**src/rtl/lfsr_mseq_pkg.sv**
```systemverilog
package lfsr_mseq_pkg;

    typedef enum logic {
        FB_EXTERNAL = 1'b0,
        FB_INTERNAL = 1'b1
    } fb_topo_e;

endpackage

```
**src/rtl/lfsr_mseq_taps.sv**
```systemverilog
// Effective tap mask: the parameter polynomial or its reciprocal.
module lfsr_mseq_taps #(
    parameter int W = 8
) (
    input  logic [W-1:0] poly,
    input  logic         use_recip,
    output logic [W-1:0] mask
);
    logic [W-1:0] rev_mask;

    // x^k maps to x^(n-k); the constant term becomes x^n.
    assign rev_mask[W-1] = 1'b1;
    for (genvar k = 1; k < W; k++) begin : g_rev
        assign rev_mask[k-1] = poly[W-k-1];
    end

    assign mask = use_recip ? rev_mask : poly;
endmodule

```
**src/rtl/lfsr_mseq_ext.sv**
```systemverilog
// External feedback: one XOR tree drives stage 0.
module lfsr_mseq_ext #(
    parameter int W = 8
) (
    input  logic [W-1:0] cur,
    input  logic [W-1:0] mask,
    output logic [W-1:0] nxt
);
    logic fb;

    assign fb  = ^(cur & mask);
    assign nxt = {cur[W-2:0], fb};
endmodule

```
**src/rtl/lfsr_mseq_int.sv**
```systemverilog
// Internal feedback: the top stage is folded into each tapped link.
module lfsr_mseq_int #(
    parameter int W = 8
) (
    input  logic [W-1:0] cur,
    input  logic [W-1:0] mask,
    output logic [W-1:0] nxt
);
    logic top;

    assign top    = cur[W-1];
    assign nxt[0] = top;
    for (genvar i = 1; i < W; i++) begin : g_link
        assign nxt[i] = cur[i-1] ^ (mask[i-1] & top);
    end
endmodule

```
**src/rtl/lfsr_mseq.sv**
```systemverilog
module lfsr_mseq
    import lfsr_mseq_pkg::*;
#(
    parameter int               WIDTH    = 8,
    parameter logic [WIDTH-1:0] POLY     = 8'h8E,
    parameter logic [WIDTH-1:0] RST_SEED = 1
) (
    input  logic             clk,
    input  logic             rst,
    input  logic             en,
    input  logic             load,
    input  logic [WIDTH-1:0] seed,
    input  logic             topo_int,
    input  logic             recip,
    output logic             bit_o,
    output logic [WIDTH-1:0] state_o
);
    localparam logic [WIDTH-1:0] ONE      = {{(WIDTH-1){1'b0}}, 1'b1};
    localparam logic [WIDTH-1:0] TOP_BIT  = ONE << (WIDTH-1);
    localparam logic [WIDTH-1:0] POLY_FIX = POLY | TOP_BIT;
    localparam logic [WIDTH-1:0] SEED_FIX = (RST_SEED == '0) ? ONE : RST_SEED;

    typedef struct packed {
        logic [WIDTH-1:0] sr;
    } gen_t;

    gen_t             gen_d, gen_q;
    fb_topo_e         topo;
    logic [WIDTH-1:0] tap_mask;
    logic [WIDTH-1:0] ext_nxt;
    logic [WIDTH-1:0] int_nxt;

    assign topo = fb_topo_e'(topo_int);

    lfsr_mseq_taps #(.W(WIDTH)) u_taps (
        .poly      (POLY_FIX),
        .use_recip (recip),
        .mask      (tap_mask)
    );

    lfsr_mseq_ext #(.W(WIDTH)) u_ext (
        .cur  (gen_q.sr),
        .mask (tap_mask),
        .nxt  (ext_nxt)
    );

    lfsr_mseq_int #(.W(WIDTH)) u_int (
        .cur  (gen_q.sr),
        .mask (tap_mask),
        .nxt  (int_nxt)
    );

    always_comb begin
        gen_d = gen_q;
        if (rst) begin
            gen_d.sr = SEED_FIX;
        end else if (load) begin
            gen_d.sr = (seed == '0) ? ONE : seed;
        end else if (en) begin
            gen_d.sr = (topo == FB_INTERNAL) ? int_nxt : ext_nxt;
        end
    end

    always_ff @(posedge clk) begin
        gen_q <= gen_d;
    end

    assign state_o = gen_q.sr;
    assign bit_o   = gen_q.sr[WIDTH-1];
endmodule

```
**config.mk**
```make
export PLATFORM = sky130hd
export DESIGN_NAME = lfsr_mseq
export DESIGN_NICKNAME = d
export VERILOG_FILES = /design/src/rtl/lfsr_mseq_pkg.sv /design/src/rtl/lfsr_mseq_taps.sv /design/src/rtl/lfsr_mseq_ext.sv /design/src/rtl/lfsr_mseq_int.sv /design/src/rtl/lfsr_mseq.sv
export SDC_FILE = /design/constraint.sdc
export NUM_CORES = 1
export LEC_CHECK = 0
export CORE_MARGIN = 10
export CORE_UTILIZATION = 28
export CTS_BUF_LIST = sky130_fd_sc_hd__clkbuf_8
export DETAILED_ROUTE_END_ITERATION = 8
export DONT_BUFFER_PORTS = 1
export GPL_ROUTABILITY_DRIVEN = 0
export HOLD_SLACK_MARGIN = 0.12
export PLACE_DENSITY_LB_ADDON = 0.2
export SKIP_CTS_REPAIR_TIMING = 1
export SKIP_LAST_GASP = 1
export SYNTH_ARGS = -nofsm -noshare
export SYNTH_HDL_FRONTEND = slang
export SYNTH_HIERARCHICAL = 1
export SYNTH_SLANG_ARGS = --single-unit
```
**constraint.sdc**
```tcl
create_clock -name clk -period 4.5 [get_ports clk]
set_input_delay 0.225 -clock clk [delete_from_list [all_inputs] [get_ports clk]]
set_output_delay 0.225 -clock clk [all_outputs]
set_load 0.02 [all_outputs]
```
==> Word level (Yosys, flattened, before mapping) <==
Cells that the tools add are included.
{ "op_classes": {"n_mux": 5, "bitwise_logic": 15, "reduce_logical": 3} }
{ "ops": {"columns": ["operator", "n"], "rows": [
  ["$mux W8", 4],
  ["$and A8 B8 Y8", 1],
  ["$logic_not A8 Y1", 1],
  ["$reduce_xor A8 Y1", 1],
  ["$xor A1 B1 Y1", 7],
  ["$and A1 B1 Y1", 6],
  ["$mux W6", 1],
  ["$reduce_bool A2 Y1", 1],
  ["$and A1 B1 Y1 const A", 1]
]} }
{ "word_totals": {"regBits": 8, "input_bits": 14} }

==> Depth between registers and ports, before layout <==
{ "logic_depth": {"depth_word": 6, "mapped_depth": 10} }

==> By module <==
The synthesis kept the hierarchy.
{ "modules_own_cells": {"columns": ["mod", "n_inst", "cells_each", "area_per_inst_um2"], "rows": [
  ["lfsr_mseq", 1, 57, 495.5],
  ["lfsr_mseq_ext", 1, 23, 151.4],
  ["lfsr_mseq_taps", 1, 9, 115.1],
  ["lfsr_mseq_int", 1, 15, 95.1]
]} }

==> Worst setup path after synthesis <==
OpenSTA, ideal clock, no wires.
{ "synth_timing": {"path_type": "flip-flop to flip-flop", "startpoint": "register gen_q, in the netlist state_o[7]", "endpoint": "register gen_q, in the netlist state_o[0]", "t_arrival_ps": 1642, "t_required_ps": 4369, "slack_ps": 2727, "stages_incl_launch_ff": 9, "n_path_buf": 1, "period_less_slack_ps": 1773, "path_cell_list": "dfxtp_1 nand2_1 xnor2_1 xnor2_1 xnor2_1 buf_4 mux2_2 mux2i_1 o21ai_0"} }
{ "synth_via": {"elab_chain_cells": 5} }
{ "synth_lines": {"columns": ["item", "line_no", "text"], "rows": [
  ["start: declaration", "lfsr_mseq.sv:27", "gen_t gen_d, gen_q;"],
  ["start signal: assignment", "lfsr_mseq.sv:65", "gen_q <= gen_d;"],
  ["$and A8 B8 Y8", "lfsr_mseq_ext.sv:11", "assign fb = ^(cur & mask);"],
  ["$reduce_xor A8 Y1", "lfsr_mseq_ext.sv:11", null],
  ["named net u_ext.fb", "lfsr_mseq_ext.sv:9", "logic fb;"],
  ["$mux W8", "lfsr_mseq.sv:60", "gen_d.sr = (topo == FB_INTERNAL) ? int_nxt : ext_nxt;"],
  ["$mux W8", "lfsr_mseq.sv:59", "end else if (en) begin"],
  ["$mux W8", "lfsr_mseq.sv:57", "end else if (load) begin"]
]} }
The timed path passes the listed nets, and every way through them passes these cells. The select of a mux whose other input is x is not followed.
A chain may end at the register's enable or synchronous reset.

==> Final worst setup path <==
{ "layout_timing": {"startpoint": "register gen_q, in the netlist state_o[7]", "endpoint": "register gen_q, in the netlist state_o[0]"} }
{ "layout_via": {"elab_chain_cells": 5} }
{ "layout_lines": {"columns": ["item", "line_no", "text"], "rows": [
  ["$and A8 B8 Y8", "lfsr_mseq_ext.sv:11", null],
  ["$reduce_xor A8 Y1", "lfsr_mseq_ext.sv:11", null],
  ["named net ext_nxt[0]", "lfsr_mseq.sv:30", "logic [WIDTH-1:0] ext_nxt;"],
  ["$mux W8", "lfsr_mseq.sv:60", null],
  ["$mux W8", "lfsr_mseq.sv:59", null],
  ["$mux W8", "lfsr_mseq.sv:57", null]
]} }
The timed path passes the listed nets, and every way through them passes these cells. The select of a mux whose other input is x is not followed.

==> out/metrics.yaml <==
outcome: "completed"
timing.fmax_ghz: 0.504
dpl.hpwl_mm: 1.43
vias_per_cell: 4.64
synth.avg_cell_area_um2: 8.24
slowest_delay_ps: 800
drc: 0
fin_nets: 120
ys_seq_area_share_pct: 18.7
synth-seq-cells: 8
crit_required_ps: 4600
boundaryPins: 23
final_cell_mix: "22 x nand2_1, 14 x conb_1, 13 x xnor2_1, 8 x mux2i_1, 8 x dfxtp_1"
peakVddDrop_mv: 0.154
fin_area_um2: 860
rsz0062_at_grt: "no"
clock_skew_ps: 5.74
startpoint_type: "flop"
crit_path_end_kind: "flop"
portBuffers: 0
slowest_stage: "dfxtp_1"
clk_pin_slew_ps: 40
dieHeight_um: 75.3
antenna_found_initial: 0
finalHoldViolations: 0
async_reset_ff_share_pct: 0
grtUsageTotal_pct: 6.56
hold_path_end: "state_o[0]$_SDFFE_PP1P_"
syn_area_um2: 857
dpl_cell_area_um2: 798
vias: 636
power_mw: 0.235
final_max_slew_viol_count: 0
fin_crit_ps: 1980
yosysWarnings: 6
wire_per_inst_um: 13.3
min_path_type: "in -> reg"
largest_reg_flops: 8
ctsHtreeMaxLevel: 1
crit-reg2reg-launch: "state_o[7]$_SDFFE_PP0P_"
drtPass1Iterations: 5
drtIter0Drc: 12
power_density_nw_per_um2: 274
netlist_instances: 104
clock-root-buffer: "clkbuf_8"
arrival_ps: 2080
areaGrowthSynthToFinish_pct: 0.292
crit_type: "reg -> reg"
cts.path.max_buffers: 2
path_cells: "nand2_1 -> xnor2_1 -> xnor2_1 -> xnor2_1 -> mux2_2 -> mux2i_1 -> o21ai_0"
tns_ps: 0
finalSetupViolCount: 0
final_common_cell: "nand2_1"
tightestPinTransition_ps: 747
grt_pass1_wl_mm: 2.84
yosysUniqueCellTypes: 19
cts.sinks: 8
drive_above_1_share_pct: 9.62
antenna_left: 0
fin_crit_sh_pct: 44.1
worst-path-max-fanout: 12
tritoncts: "yes"
rr_worst_depth: 7
grt_overflow_total: 0
numCtsBuffers: 3
reg2reg_to: "state_o[0]$_SDFFE_PP1P_"
die_w_um: 75.3
maxSlewHeadroom_pct: 50.1
grt_max_degree: 18
num_rows: 20
dieArea_um2: 5670
crit_top_cell: "xnor2_1"
grt_pass1_vias: 572
synth_top_flop_cell: "dfxtp_1"
fp.coreArea_um2: 3000
wirelength_mm: 1.83
hold_depth: 2
num-fill-cells: 329
maxCapViolations: 0
regToRegSetupSlack_ps: 2520
diodes: 0
clock_latency_ps: 220
leakagePower_nw: 0.362
synth_edf_count: 0
hold_start: "rst"
start_util_pct: 28.5
==> synthesized netlist by cell type (2+ instances only) <==
library cell  count  area [um^2]
a211o_1           7         61.3
a21oi_1           7         35.0
buf_4            12         90.1
buf_6             4         45.0
conb_1            2         7.51
dfxtp_1           8          160
mux2_4            6         90.1
mux2i_1           8         80.1
nand2_1          22         82.6
nor2_1            7         26.3
xnor2_1          13          114
==> worst max path at each step <==
stage                                        from                       to  slack [ps]  depth (start not counted)
final                     state_o[7]$_SDFFE_PP0P_  state_o[0]$_SDFFE_PP1P_        2520                          7
after global routing      state_o[7]$_SDFFE_PP0P_  state_o[0]$_SDFFE_PP1P_        2310                          7
after CTS                 state_o[7]$_SDFFE_PP0P_  state_o[0]$_SDFFE_PP1P_        2490                          7
after detailed placement  state_o[7]$_SDFFE_PP0P_  state_o[0]$_SDFFE_PP1P_        2500                          7
after global placement    state_o[7]$_SDFFE_PP0P_  state_o[0]$_SDFFE_PP1P_        2540                          7
after floorplan           state_o[7]$_SDFFE_PP0P_  state_o[0]$_SDFFE_PP1P_        2730                          8
==> metal layers <==
| layer | global-route usage (%) | wire length, um | share of wire (%) |
|---|---|---|---|
| met4 | 2.47 | 10 | 0.55 |
| met5 | 0 | 0 | 0 |
| met2 | 10.4 | 824 | 45 |
| met3 | 3.26 | 200 | 11 |
| met1 | 7.39 | 791 | 43 |
==> worst max-delay path, delay by kind of cell, from the launching register on <==
kind	cells	cell delay, ps
mux	2	370
compound gates	1	80
xor+xnor	3	460
flops	1	800
simple gates	1	140
==> area by class of cell <==
type	count	area [um^2]	area share, %
Clock buffer	3	41.3	4.80
Multi-Input combinational cell	91	597	69.4
Sequential cell	8	160	18.6
Tap cell	33	41.3	4.80
Timing Repair Buffer	2	20.0	2.33
==> logic make-up (layout without fill, tap and decap cells) <==
logic type             Yosys count  in the layout  synth area share (%)
AND/OR/NAND/NOR                 32             32                  15.2
buffers and inverters           17              5                  16.9
AO/OA/AOI/OAI                   16             16                  12.8
multiplexers                    15             15                  21.2
XOR/XNOR                        14             14                  14.3
flip-flops                       8              8                  18.7
other                            2             14                 0.876
==> stage by stage <==
step	hold WS, ps	worst slack [ps]	cells	util, %
CTS	60.3	2490	135	28.0
floorplan	361	2730	116	-
detailed placement	297	2500	132	26.6
global placement	296	2540	132	26.6
finish	124	2520	137	28.6
global route	128	2310	137	28.6
==> where the power goes <==
group          switching [mW]  internal (mW)
sequential             0.0176         0.0767
clock                  0.0260         0.0578
combinational          0.0224         0.0349
Note: power is estimated with default switching activity, not from simulation.
